`config.mk`:
```
export PLATFORM = sky130hd
export DESIGN_NAME = burst_col_seq
export DESIGN_NICKNAME = d
export VERILOG_FILES = /design/src/rtl/bcs_pkg.sv /design/src/rtl/bcs_ctrl.sv /design/src/rtl/bcs_datapath.sv /design/src/rtl/burst_col_seq.sv
export SDC_FILE = /design/constraint.sdc
export NUM_CORES = 1
export LEC_CHECK = 0
export BUFFER_PORTS_ARGS = -buffer_cell sky130_fd_sc_hd__buf_2
export CAP_MARGIN = 20
export CORE_ASPECT_RATIO = 0.75
export CORE_MARGIN = 5
export CORE_UTILIZATION = 29
export CTS_BUF_LIST = sky130_fd_sc_hd__clkbuf_2
export CTS_CLUSTER_DIAMETER = 200
export DETAILED_ROUTE_END_ITERATION = 7
export GPL_TIMING_DRIVEN = 0
export PLACE_DENSITY = 0.46
export SLEW_MARGIN = 20
export SYNTH_ARGS = -nofsm -noshare
export SYNTH_HDL_FRONTEND = slang
export SYNTH_SLANG_ARGS = --single-unit
```
`constraint.sdc`:
```
create_clock -name clk -period 2.6 [get_ports clk]
set_input_delay 0.26 -clock clk [delete_from_list [all_inputs] [get_ports clk]]
set_output_delay 0.26 -clock clk [all_outputs]
set_load 0.05 [all_outputs]
```
`src/rtl/bcs_pkg.sv`:
```
package bcs_pkg;
  // bit positions inside the mode word
  localparam int LEN_LSB   = 0;
  localparam int ORDER_BIT = 3;
  localparam int LAT_LSB   = 4;
  localparam int WRS_BIT   = 9;
  localparam logic [2:0] LAT_THREE = 3'd3;
  localparam logic [2:0] LEN_FULL  = 3'b111;

  typedef struct packed {
    logic load;
    logic step;
  } seqStrobe_t;
endpackage

```
`src/rtl/bcs_ctrl.sv`:
```
module bcs_ctrl
  import bcs_pkg::*;
#(
  parameter int COL_W  = 8,
  parameter int MODE_W = 10
) (
  input  logic              clk,
  input  logic              rstN,
  input  logic [MODE_W-1:0] modeWord,
  input  logic              cmdStart,
  input  logic              startWrite,
  input  logic              autoPre,
  input  logic              stopCmd,
  input  logic              preCmd,
  input  logic              lastBeat,
  output seqStrobe_t        strb,
  output logic [COL_W-1:0]  cfgMask,
  output logic              cfgIlv,
  output logic              cfgFull,
  output logic              colValid,
  output logic              burstDone,
  output logic              intBlocked
);
  logic       activeQ, apLockQ, isWriteQ, doneQ, blockedQ;
  logic [1:0] drainLeftQ;
  logic       cutOk, startOk, drainEnd, stopEnd, stopDrain, endNow;
  logic [2:0] lenCode;
  logic       latThree;

  assign lenCode  = modeWord[LEN_LSB +: 3];
  assign latThree = (modeWord[LAT_LSB +: 3] == LAT_THREE);

  // length and order decode for the command being accepted
  always_comb begin
    cfgFull = (lenCode == LEN_FULL);
    unique case (lenCode)
      3'b001:   cfgMask = COL_W'(1);
      3'b010:   cfgMask = COL_W'(3);
      3'b011:   cfgMask = COL_W'(7);
      3'b111:   cfgMask = '1;
      default:  cfgMask = '0;
    endcase
    if (startWrite && modeWord[WRS_BIT]) begin
      cfgMask = '0;
      cfgFull = 1'b0;
    end
    cfgIlv = modeWord[ORDER_BIT] && !cfgFull;
  end

  assign cutOk     = activeQ && !apLockQ;
  assign startOk   = cmdStart && !preCmd && (!activeQ || !apLockQ);
  assign drainEnd  = cutOk && (drainLeftQ == 2'd1);
  assign stopEnd   = cutOk && stopCmd && (drainLeftQ == 2'd0) && isWriteQ;
  assign stopDrain = cutOk && stopCmd && (drainLeftQ == 2'd0) && !isWriteQ
                     && !cmdStart && !preCmd;
  assign endNow    = activeQ && (lastBeat || (cutOk && (preCmd || cmdStart))
                                 || drainEnd || stopEnd);

  assign strb.load = startOk;
  assign strb.step = activeQ && !startOk && !endNow;

  always_ff @(posedge clk or negedge rstN) begin
    if (!rstN) begin
      activeQ    <= 1'b0;
      apLockQ    <= 1'b0;
      isWriteQ   <= 1'b0;
      drainLeftQ <= 2'd0;
      doneQ      <= 1'b0;
      blockedQ   <= 1'b0;
    end else begin
      doneQ    <= endNow;
      blockedQ <= activeQ && apLockQ && (cmdStart || preCmd || stopCmd);
      if (startOk) begin
        activeQ    <= 1'b1;
        apLockQ    <= autoPre && !cfgFull;
        isWriteQ   <= startWrite;
        drainLeftQ <= 2'd0;
      end else if (endNow) begin
        activeQ    <= 1'b0;
        apLockQ    <= 1'b0;
        drainLeftQ <= 2'd0;
      end else if (stopDrain) begin
        drainLeftQ <= latThree ? 2'd2 : 2'd1;
      end else if (drainLeftQ != 2'd0) begin
        drainLeftQ <= drainLeftQ - 2'd1;
      end
    end
  end

  assign colValid   = activeQ;
  assign burstDone  = doneQ;
  assign intBlocked = blockedQ;

  // a done pulse with no beat showing follows a beat
  assert_done_after_beat_R7: assert property (@(posedge clk) disable iff (!rstN)
    (burstDone && !colValid) |-> $past(colValid));

  // a locked finite burst only stops at its last beat
  assert_lock_holds_R11: assert property (@(posedge clk) disable iff (!rstN)
    (activeQ && apLockQ && !lastBeat) |=> activeQ);

  // a refusal is reported only while a burst was running
  assert_block_flag_R11: assert property (@(posedge clk) disable iff (!rstN)
    intBlocked |-> $past(colValid));

  // single-beat writes end at their first beat
  assert_write_single_R5: assert property (@(posedge clk) disable iff (!rstN)
    (startOk && startWrite && modeWord[WRS_BIT]) |=> lastBeat);

  // a write stop ends the burst at once
  assert_write_stop_R10: assert property (@(posedge clk) disable iff (!rstN)
    (cutOk && isWriteQ && stopCmd && !cmdStart) |=> !colValid);
endmodule

```
`src/rtl/bcs_datapath.sv`:
```
module bcs_datapath
  import bcs_pkg::*;
#(
  parameter int COL_W = 8
) (
  input  logic             clk,
  input  logic             rstN,
  input  seqStrobe_t       strb,
  input  logic [COL_W-1:0] startCol,
  input  logic [COL_W-1:0] cfgMask,
  input  logic             cfgIlv,
  input  logic             cfgFull,
  output logic [COL_W-1:0] colAddr,
  output logic             lastBeat
);
  logic [COL_W-1:0] baseQ, cntQ, maskQ, offs;
  logic             ilvQ, fullQ;

  always_ff @(posedge clk or negedge rstN) begin
    if (!rstN) begin
      baseQ <= '0;
      cntQ  <= '0;
      maskQ <= '0;
      ilvQ  <= 1'b0;
      fullQ <= 1'b0;
    end else if (strb.load) begin
      baseQ <= startCol;
      cntQ  <= '0;
      maskQ <= cfgMask;
      ilvQ  <= cfgIlv;
      fullQ <= cfgFull;
    end else if (strb.step) begin
      cntQ <= cntQ + 1'b1;
    end
  end

  assign offs     = ilvQ ? (baseQ ^ cntQ) : (baseQ + cntQ);
  assign colAddr  = (baseQ & ~maskQ) | (offs & maskQ);
  assign lastBeat = !fullQ && (cntQ == maskQ);

  // bits above the burst block never move within a burst
  assert_block_hold_R3: assert property (@(posedge clk) disable iff (!rstN)
    strb.step |=> ((colAddr & ~maskQ) == ($past(colAddr) & ~$past(maskQ))));

  // full-page beats step by one with wrap
  assert_page_step_R6: assert property (@(posedge clk) disable iff (!rstN)
    (strb.step && fullQ) |=> (colAddr == COL_W'($past(colAddr) + 1'b1)));
endmodule

```
`src/rtl/burst_col_seq.sv`:
```
module burst_col_seq
  import bcs_pkg::*;
#(
  parameter int COL_W  = 8,
  parameter int MODE_W = 10
) (
  input  logic              clk,
  input  logic              rstN,
  input  logic [MODE_W-1:0] modeWord,
  input  logic              cmdStart,
  input  logic [COL_W-1:0]  startCol,
  input  logic              startWrite,
  input  logic              autoPre,
  input  logic              stopCmd,
  input  logic              preCmd,
  output logic [COL_W-1:0]  colAddr,
  output logic              colValid,
  output logic              burstDone,
  output logic              intBlocked
);
  seqStrobe_t       strb;
  logic [COL_W-1:0] cfgMask;
  logic             cfgIlv, cfgFull, lastBeat;

  bcs_ctrl #(.COL_W(COL_W), .MODE_W(MODE_W)) u_ctrl (
    .clk(clk), .rstN(rstN), .modeWord(modeWord), .cmdStart(cmdStart),
    .startWrite(startWrite), .autoPre(autoPre), .stopCmd(stopCmd),
    .preCmd(preCmd), .lastBeat(lastBeat), .strb(strb), .cfgMask(cfgMask),
    .cfgIlv(cfgIlv), .cfgFull(cfgFull), .colValid(colValid),
    .burstDone(burstDone), .intBlocked(intBlocked)
  );

  bcs_datapath #(.COL_W(COL_W)) u_dp (
    .clk(clk), .rstN(rstN), .strb(strb), .startCol(startCol),
    .cfgMask(cfgMask), .cfgIlv(cfgIlv), .cfgFull(cfgFull),
    .colAddr(colAddr), .lastBeat(lastBeat)
  );

  logic unusedModeBits;
  assign unusedModeBits = ^modeWord[8:7];
endmodule

```
* After elaboration in Yosys (flattened, before gate mapping)
Cells that the tools add are included.
** Cells by class
- Reduce and logical (&&, ||, !) cells :: 40
- Add/subtract/negate cells :: 3
- Multiplexer cells :: 14
- Bitwise logic cells :: 5
- Eq/ne operators :: 7
** Operator list (count)
- $mux 8 :: 4
- $pmux 8 s4 :: 1
- $logic_and 1x1->1 :: 20
- $and 8x8->8 :: 2
- $mux 2 :: 5
- $eq 3x2->1 const B :: 3
- $logic_not 1->1 :: 9
- $add 8x1->8 const B :: 1
- $add 8x8->8 :: 1
- $eq 8x8->1 :: 1
- $not 8->8 :: 1
- $or 8x8->8 :: 1
- $xor 8x8->8 :: 1
- $logic_or 1x1->1 :: 6
- $reduce_bool 2->1 :: 3
- $mux 1 :: 4
- $reduce_bool 4->1 :: 1
- $eq 3x1->1 const B :: 1
- $eq 3x3->1 const B :: 1
- $eq 2x1->1 const B :: 1
- $logic_not 2->1 :: 1
- $sub 2x1->2 const B :: 1
** Storage, ports and cells
- Register bits after elaboration :: 33
- Word-level logic and storage cells :: 80
- Input port bits :: 25
- Output and inout port bits :: 11

* Longest topological paths before layout
Gate-level depths: netlist of the first run.
- Word-level depth :: 11
- Mapped depth :: 8
- Depth with buffers taken out :: 8

* Cells and area by module
Synthesis of the first run repeated with hierarchy kept, for this count alone.
** Unflattened totals
- Cells, all modules :: 209
- Area, all modules :: 2072.0 um2
** Modules (own cells, without submodules)
- bcs_datapath :: area an instance 1530.2 um2, cells each 147, sequential area each 650.6 um2, times used 1
- bcs_ctrl :: area an instance 541.8 um2, cells each 62, sequential area each 175.2 um2, times used 1

* Least setup slack after synthesis of the first run
No wires, ideal clock.
- Path type :: reg-to-output
- From :: register u_dp.cntQ[0]
- To :: output colAddr[4]
- Data arrival time :: 2.270 ns
- Path buffers :: 0
- Required time :: 2.340 ns
- Path slack :: 0.070 ns
- Stages on the path, launching flop included :: 9
- Cell sequence :: dfrtp_1 ha_1 inv_1 fa_1 nor2b_1 o21ai_0 a21oi_1 xnor2_1 a21oi_1
** On the way
- Cells in the longest elaborated chain, start to end :: 4
** Ends and longest elaborated chain
- start: declaration :: line bcs_datapath.sv:16 : logic [COL_W-1:0] baseQ, cntQ, maskQ, offs;
- start signal: assignment :: line bcs_datapath.sv:33 : cntQ <= cntQ + 1'b1;
- $add 8x8->8 :: line bcs_datapath.sv:37 : assign offs = ilvQ ? (baseQ ^ cntQ) : (baseQ + cntQ);
- $mux 8 :: line bcs_datapath.sv:37
- $and 8x8->8 :: line bcs_datapath.sv:38 : assign colAddr = (baseQ & ~maskQ) | (offs & maskQ);
- $or 8x8->8 :: line bcs_datapath.sv:38
- end: declaration :: line burst_col_seq.sv:16 : output logic [COL_W-1:0] colAddr,
No other way between the ends.

* Worst setup path in the final report of the first run
- From :: register u_dp.baseQ[0]
- To :: output colAddr[6]
** On the way
- Cells in the longest elaborated chain, start to end :: 4
** Ends and longest elaborated chain
- start: declaration :: line bcs_datapath.sv:16
- start signal: assignment :: line bcs_datapath.sv:27 : baseQ <= startCol;
- $add 8x8->8 :: line bcs_datapath.sv:37
- $mux 8 :: line bcs_datapath.sv:37
- $and 8x8->8 :: line bcs_datapath.sv:38
- $or 8x8->8 :: line bcs_datapath.sv:38
No other way between the ends.

==> results of run 1 <==
==> registers in the layout, indices dropped and copies added, names as in the netlist <==
signal,count
u_dp.cntQ,8
u_ctrl.drainLeftQ,2
u_dp.fullQ,1
u_ctrl.colValid,1
u_ctrl.burstDone,1
u_dp.baseQ,8
u_dp.maskQ,4
u_ctrl.apLockQ,1
u_ctrl.intBlocked,1
u_ctrl.isWriteQ,1
u_dp.ilvQ,1
==> power by group <==
part	internal, W	switching, W
Sequential	0.000534	0.0000748
Clock	0.000164	0.000173
Combinational	0.000310	0.000521
Total	0.00101	0.000769
==> cell type report <==
type	instances	area (sq um)
repair buffers	43	256
well taps	81	101
multi-input cells	172	1200
clock buffers	6	30.0
fillers	667	3830
inverters	8	30.0
plain buffers	10	41.3
flip-flops and latches	29	733
clock inverters	2	33.8
==> worst reg2reg max path, delay by kind of cell (launching register included) <==
| family | cells | cell delay (ns) |
|---|---|---|
| AND/OR/NAND/NOR | 3 | 1.07 |
| flip-flops | 1 | 0.43 |
| AO/OA/AOI/OAI | 2 | 0.30 |
| adder cells (fa/ha/maj) | 1 | 0.21 |
==> cells in the final DEF, fill, tap and decap left out, drive strengths merged, types with 4 or more instances in the layout <==
cell type / Yosys / final
clkbuf: 9 / 15
nand3: 8 / 8
dfrtp: 29 / 29
inv: 8 / 8
buf: 1 / 43
nor3: 6 / 6
nor2: 19 / 19
xnor2: 6 / 6
a21oi: 13 / 13
nor4: 6 / 6
ha: 10 / 10
mux2i: 9 / 9
o21ai: 13 / 13
nand4: 4 / 4
nand2: 46 / 46
==> synth_stat cells (5+ instances only) <==
| master | instances |
|---|---|
| nor4_1 | 5 |
| nor3_1 | 5 |
| mux2i_1 | 9 |
| o21ai_0 | 13 |
| nand2_1 | 46 |
| ha_1 | 10 |
| a21oi_1 | 12 |
| xnor2_1 | 6 |
| inv_1 | 8 |
| nor2_1 | 19 |
| clkbuf_1 | 9 |
| nand3_1 | 8 |
| dfrtp_1 | 29 |
==> cell families (layout without fill, tap and decap cells) <==
| logic type | count (synthesis) | in the layout | synth area share, % |
|---|---|---|---|
| multiplexers | 11 | 11 | 6.06 |
| AND/OR/NAND/NOR | 101 | 101 | 25.8 |
| buffers and inverters | 18 | 69 | 3.84 |
| AO/OA/AOI/OAI | 41 | 41 | 13.7 |
| flip-flops | 29 | 29 | 39.0 |
| adder cells (fa/ha/maj) | 11 | 11 | 7.81 |
| XOR/XNOR | 8 | 8 | 3.77 |
==> routing by layer <==
metal	global-route usage [%]	routed length, um
met3	3.34	199
met4	4.19	52
met1	18.1	2540
met5	0	0
met2	18.8	2050
==> what timing repair did <==
item	CTS	global route
pin swaps	6	4
resized for setup	28	12
setup endpoints to repair	4	4
endpoints found under the hold margin	29	0
hold buffers	1	0
setup buffers	6	3
==> metrics by stage <==
| stage | hold slack, ns | util (%) |
|---|---|---|
| finish | 0.0423 | 38.7 |
| global route | 0.0181 | 38.7 |
| CTS | 0.0419 | 37.5 |
| detailed placement | 0.350 | 34.0 |
| global placement | 0.360 | 34.0 |
| floorplan | -0.0356 | - |
==> path summary, 6_finish.rpt <==
check | from | endpoint | slack (ns)
setup reg to reg | u_ctrl.drainLeftQ[0] | u_dp.cntQ[7] | 0.52
hold / removal | startCol[0] | u_dp.baseQ[0] | 0.04
max in group asynchronous | rstN | u_dp.cntQ[3] | 1.66
setup / recovery | u_dp.baseQ[0] | colAddr[6] | 0.05
min in group asynchronous | rstN | u_dp.baseQ[3] | 0.43
hold reg to reg | u_dp.fullQ | u_dp.fullQ | 0.52
==> results.yml, run 1 <==
cts:
  cts_buffers: 5
  cts_tree: "built"
  clock_sinks: 29
  clockRootBuffer: "clkbuf_2"
  clk_pin_slew_worst_paths_ns: 0.19
  h-tree-depth: 2
  clock_latency_ns: 0.38
  cts_buffer_depth: 2
placement:
  post-place-ws_ns: 0.0118
  gp_congestion: 0.777
  dp_hpwl_mm: 3.43
  dp_cells: 333
  placed_cell_area_sq_um: 2130
  port_buffers: 33
routing:
  wire_per_inst_um: 13.8
  vias: 1636
  first_pass_iters: 5
  wirelength_mm: 4.85
  drc: 0
  vias_per_cell: 4.66
  drtIter0Drc: 60
  antenna_left: 0
setup_path:
  required_ns: 2.34
  cp_max_fo: 3
  worstPathArrival_ns: 2.29
  endpoint_kind: "output pin"
  crit_type: "reg2out"
  crit_chain: "ha_4 > inv_2 > fa_2 > nor2b_2 > o21ai_2 > a21boi_2 > o21ai_1 > a211o_1 > buf_6"
  worstRegToRegCells: 6
  cp_slowest_cell: "dfrtp_1"
  critical-path-top-delay-family: "compound AO/OA/AOI/OAI gates"
  path_depth: 9
  critPathMaxStageDelay_ns: 0.45
  crit_path_start_kind: "flip-flop"
  crit_buf_inv: 2
logic_synthesis:
  syn_area_per_cell_sq_um: 8.49
  yosys-top-cells-area: "dfrtp_1 (39%), nand2_1 (9.3%), ha_1 (6.7%), mux2i_1 (4.8%), nor2_1 (3.8%)"
  ys.warnings.count: 0
  async_flop_share_pct: 100
  synth_largest_area_cell: "dfrtp_1"
  synth_cells: 219
  syn-cell-area_sq_um: 1860
  synth-seq-cells: 29
  seq_area_frac_synth_pct: 39.0
  syn_nets: 255
  ys.flop_type: "dfrtp_1"
  netlist.area_leader.share_pct: 39.0
  synth_cell_types: 40
  synth_edf_count: 0
sta:
  min_period_ns: 2.55
  setup_viol: 0
  rsz0062_at_grt: "yes"
  fmax_mhz: 392
  slew_headroom_pct: 53.6
  timing.final.crit_share_pct: 98.1
  timing.setup.tns_ns: 0
  setup_slack_ns: 0.0498
  hold_viol_final: 0
  finClkSkew_ns: 0.0304
  worst_pin_slew_ns: 0.697
  drv_slew: 0
pwr:
  p_per_area_nw_per_um2: 733
  p_leak_nw: 1.09
  power_w: 0.00178
  irDropWorstVdd_uv: 230
worst_hold_path:
  hold_path_depth: 3
  hp-class: "in2reg"
grt:
  grt_max_degree: 30
  antenna_found_initial: 0
  grt_pass1_vias: 1582
  gr-total-overflow: 0
  grt_pass1_wl_mm: 7.95
  grtUsageTotal_pct: 12.8
layout:
  drive_gt1_share_pct: 29.3
  antenna_cells: 0
  design_area_sq_um: 2420
  nNetsFinal: 305
  final_cell_count_no_fill: 351
  syn2layout_area_growth_pct: 30.3
floorplan:
  ios: 36
  core_sq_um: 6260
  dieArea_sq_um: 8130
  die_h_um: 79.3
  rows: 25
  fp.dieW_um: 102
  start_util_pct: 29.7
job:
  drv_cap: 0
outcome:
  status: "complete, no violations"
Note: power is estimated with default switching activity, not from simulation.
==> inputs of run 2 (changes only) <==
- CTS_BUF_LIST: sky130_fd_sc_hd__clkbuf_2 -> unset
==> run 2 against run 1 <==
  * Combinational power is 2% lower
  * First-iteration DRC count is 40% lower
  * Die area stayed put
  * Critical endpoint unchanged
  * Largest power group unchanged
==> results.yml, run 2 (synthesis results as in run 1) <==
sta:
  fmax_mhz: 406
  timing.final.crit_share_pct: 94.6
  worst_pin_slew_ns: 0.697
  slew_headroom_pct: 53.5
  hold_viol_final: 0
  finClkSkew_ns: 0.00799
  drv_slew: 0
  setup_viol: 0
  setup_slack_ns: 0.140
  whs_ns: 0.0279
  min_period_ns: 2.46
  rsz0062_at_grt: "yes"
floorplan:
  ios: 36
  core_sq_um: 6260
  start_util_pct: 29.7
  rows: 25
  fp.dieW_um: 102
  die_h_um: 79.3
  dieArea_sq_um: 8130
grt:
  gr-total-overflow: 0
  grt_pass1_vias: 1566
  grtUsageTotal_pct: 12.6
  grt_pass1_wl_mm: 7.83
  grt_max_degree: 30
  antenna_found_initial: 0
setup_path:
  required_ns: 2.34
  crit_type: "reg2out"
  worstPathArrival_ns: 2.20
  cp_max_fo: 3
  crit_path_start_kind: "flip-flop"
  endpoint_kind: "output pin"
cts:
  clk_pin_slew_worst_paths_ns: 0.07
  clock_latency_ns: 0.28
  cts_tree: "built"
  clock_sinks: 29
  cts_buffers: 5
  cts_buffer_depth: 2
  clockRootBuffer: "clkbuf_8"
  h-tree-depth: 2
layout:
  final_common_cell: "nand2_1"
  nNetsFinal: 305
  layout_common_cells: "nand2_1 (46), buf_2 (30), dfrtp_1 (23)"
  antenna_cells: 0
  syn2layout_area_growth_pct: 32.3
  drive_gt1_share_pct: 28.9
  num-fill-cells: 660
  largestRegisters: "u_dp.baseQ: 8 flops, u_dp.cntQ: 8 flops, u_dp.maskQ: 4 flops"
pwr:
  power_w: 0.00191
  p_leak_nw: 1.11
  irDropWorstVdd_uv: 243
  p_per_area_nw_per_um2: 778
outcome:
  status: "complete, no violations"
routing:
  drc: 0
  vias: 1633
  drtIter0Drc: 36
  wire_per_inst_um: 13.7
  wirelength_mm: 4.81
  vias_per_cell: 4.65
  antenna_left: 0
  first_pass_iters: 4
worst_hold_path:
  hp-class: "in2async"
placement:
  dp_hpwl_mm: 3.43
  port_buffers: 33
  gp_congestion: 0.777
  post-place-ws_ns: 0.0118
job:
  drv_cap: 0
==> run 2: power breakdown <==
group / total [W] / switching, W / internal (W)
registers: 0.000609 / 0.0000736 / 0.000535
logic: 0.000817 / 0.000519 / 0.000298
clock network: 0.000487 / 0.000175 / 0.000312
total: 0.00191 / 0.000768 / 0.00115
==> run 2: repair_timing <==
item / in CTS / in global routing
gates resized for setup: 17 / 19
endpoints found under the setup margin: 4 / 4
hold buffers: 0 / 0
pin swaps: 1 / 5
setup buffers: 1 / 9
==> run 2: metal layers <==
metal  track usage (%)  share of wire [%]  wire, um
met4              4.59                1.4        68
met3              3.34                3.6       172
met2              18.0                 43      2050
met5                 0                  0         0
met1              18.0                 52      2520
==> run 2: path summary, 6_finish.rpt <==
| kind | start | endpoint | slack, ns | cells past startpoint |
|---|---|---|---|---|
| setup / recovery | u_dp.baseQ[0] | colAddr[6] | 0.14 | 9 |
| hold / removal | rstN | u_ctrl.colValid | 0.03 | 1 |
| setup reg to reg | u_ctrl.drainLeftQ[0] | u_dp.cntQ[7] | 0.56 | 6 |
| hold reg to reg | u_dp.fullQ | u_dp.fullQ | 0.50 | 1 |
| max in group asynchronous | rstN | u_dp.cntQ[3] | 2.08 | 1 |
| min in group clk | startCol[0] | u_dp.baseQ[0] | 0.16 | 3 |
==> run 2: layout make-up <==
type                            count  area [sq um]  share of cell area, %
Tap cell                           81           101                   4.12
Clock inverter                      1          30.0                   1.22
Buffer                             10          41.3                   1.68
Clock buffer                        7          86.3                   3.51
Inverter                            8          30.0                   1.22
Sequential cell                    29           733                   29.8
Timing Repair Buffer               43           248                   10.1
Multi-Input combinational cell    172          1190                   48.4
==> run 2: metrics by stage <==
| step | util, % | std cells | area, sq um | setup TNS [ns] |
|---|---|---|---|---|
| 2_1_floorplan | - | 219 | 1860 | 0 |
| 3_3_place_gp | 34.0 | 333 | 2130 | 0 |
| 3_5_place_dp | 34.0 | 333 | 2130 | 0 |
| 4_1_cts | 37.0 | 342 | 2310 | 0 |
| 5_1_grt | 39.3 | 351 | 2460 | -0.00253 |
| 6_report | 39.3 | 351 | 2460 | 0 |
==> run 2: critical path, cell delays in order, from the launching register on <==
cell and delay (ns):
dfrtp_1 0.41, ha_4 0.16, inv_1 0.04, fa_2 0.34, nor2b_2 0.14, o21ai_2 0.08
a21boi_2 0.20, o21ai_0 0.10, a211o_1 0.26, buf_4 0.19
==> inputs of run 3 (changes only) <==
- CORE_MARGIN: 5 -> 1.5
==> run 3 against run 2 <==
  * Clock skew grew 0.0013 ns
  * Fmax shrank 1.8%
  * Die area shrank 15%
  * Register-to-register slack lost 0.04 ns
  * Clock-buffer cell count shrank 2
  * Final cell count shrank 2.6%
  * Wire length shrank 4.9%
  * First-iteration DRC count grew 39%
  * Sequential power is essentially flat
  * Sequential share of layout area grew 1.6 points
  * Largest cell class unchanged
==> results.yml, run 3 (synthesis results as in run 1) <==
pwr:
  p_leak_nw: 1.06
  power_w: 0.00184
  irDropWorstVdd_uv: 278
  p_per_area_nw_per_um2: 788
setup_path:
  cp_max_fo: 7
  cpMostUsedCell: "o21ai_0"
  crit_buf_inv: 1
  crit_chain: "ha_1 > o21ai_0 > o21ai_0 > a21oi_1 > or3_1 > a31oi_1 > clkbuf_4"
  endpoint_kind: "output pin"
  cp_slowest_cell: "dfrtp_2"
  worstPathArrival_ns: 2.25
  required_ns: 2.34
  crit_type: "reg2out"
  crit_path_start_kind: "flip-flop"
  critical-path-top-delay-family: "compound AO/OA/AOI/OAI gates"
  path_depth: 7
  worstRegToRegCells: 6
  critPathMaxStageDelay_ns: 0.46
routing:
  drtIter0Drc: 50
  vias_per_cell: 4.70
  wire_per_inst_um: 13.4
  first_pass_iters: 4
  vias: 1609
  drc: 0
  wirelength_mm: 4.58
  antenna_left: 0
layout:
  syn2layout_area_growth_pct: 25.5
  final_common_cell: "nand2_1"
  antenna_cells: 0
  drive_gt1_share_pct: 25.7
  layout_common_cells: "nand2_1 (46), buf_2 (30), dfrtp_1 (23)"
  nNetsFinal: 297
  largestRegisters: "u_dp.baseQ: 8 flops, u_dp.cntQ: 8 flops, u_dp.maskQ: 4 flops"
  num-fill-cells: 661
  fin_util_pct: 37.3
cts:
  h-tree-depth: 2
  hold_buffers: 0
  clk_pin_slew_worst_paths_ns: 0.07
  clock_latency_ns: 0.28
  cts_tree: "built"
  cts_buffers: 5
  cts_buffer_depth: 2
  clock_sinks: 29
  clockRootBuffer: "clkbuf_8"
sta:
  finClkSkew_ns: 0.00927
  rsz0062_at_grt: "yes"
  timing.setup.tns_ns: 0
  slew_headroom_pct: 53.2
  drv_slew: 0
  min_period_ns: 2.51
  worst_pin_slew_ns: 0.703
  hold_viol_final: 0
  setup_viol: 0
  timing.final.crit_share_pct: 96.4
  fmax_mhz: 399
placement:
  gp_congestion: 0.764
  port_buffers: 33
  dp_hpwl_mm: 3.28
floorplan:
  dieArea_sq_um: 6910
  ios: 36
  fp.dieW_um: 95.5
  core_sq_um: 6260
  rows: 25
  die_h_um: 72.3
  start_util_pct: 29.7
grt:
  grt_max_degree: 30
  gr-total-overflow: 0
  antenna_found_initial: 0
  grt_pass1_vias: 1492
  grt_pass1_wl_mm: 7.53
  grtUsageTotal_pct: 14.6
worst_hold_path:
  hp-class: "in2async"
job:
  drv_cap: 0
outcome:
  status: "complete, no violations"
[run 3: changes by cell type in the layout (fill, tap and decap cells not counted), sizes merged]
cell	previous run	this run
clkinv	0	1
clkbuf	16	15
buf	44	35
[run 3: final timing paths]
| kind | startpoint | end | slack, ns |
|---|---|---|---|
| setup / recovery | u_dp.cntQ[3] | colAddr[5] | 0.09 |
| hold / removal | rstN | u_dp.baseQ[3] | 0.03 |
| setup reg to reg | u_ctrl.drainLeftQ[0] | u_dp.cntQ[7] | 0.52 |
| hold reg to reg | u_dp.fullQ | u_dp.fullQ | 0.50 |
| max in group asynchronous | rstN | u_dp.cntQ[3] | 2.07 |
| min in group clk | startCol[7] | u_dp.baseQ[7] | 0.16 |
[run 3: power breakdown]
| part | switching (W) | internal, W |
|---|---|---|
| logic | 0.000504 | 0.000277 |
| clock network | 0.000173 | 0.000278 |
| registers | 0.0000717 | 0.000535 |
| total | 0.000748 | 0.00109 |
[run 3: metal layers]
| metal | GRT usage, % | up-vias | share of wire [%] |
|---|---|---|---|
| met2 | 20.0 | 25 | 42 |
| met3 | 3.77 | 4 | 2.8 |
| li1 | - | 855 | - |
| met1 | 22.3 | 725 | 55 |
| met5 | 0 | - | 0 |
| met4 | 3.92 | 0 | 0.74 |
[run 3: worst reg2reg max path, stage by stage (launching register included)]
cell and delay (ns):
dfrtp_1 0.40, ha_1 0.21, nor3_2 0.20, a21oi_2 0.15
or4b_1 0.56, or3_1 0.33, a21oi_1 0.15
[run 3: what timing repair did]
action,in CTS,in global routing
pin swaps,1,2
endpoints found under the hold margin,0,0
setup buffers,1,1
gates cloned,0,0
setup endpoints to repair,4,4
gates resized for setup,17,9
[run 3: cell type report]
class / count / area [sq um] / share of cell area, %
Multi-Input combinational cell: 172 / 1140 / 48.7
Sequential cell: 29 / 733 / 31.4
Timing Repair Buffer: 35 / 188 / 8.04
Tap cell: 81 / 101 / 4.34
Clock buffer: 5 / 68.8 / 2.95
Buffer: 10 / 41.3 / 1.77
Clock inverter: 2 / 35.0 / 1.50
Inverter: 8 / 30.0 / 1.29
[run 3: stage by stage]
stage	hold slack (ns)	std cells	worst slack (ns)	instance area, sq um
2_1_floorplan	-0.0356	219	0.0701	1860
3_3_place_gp	0.352	333	0.0144	2130
3_5_place_dp	0.355	333	0.0310	2130
4_1_cts	0.0423	341	0.00668	2310
5_1_grt	0.0735	342	0.00171	2330
6_report	0.0259	342	0.0935	2330
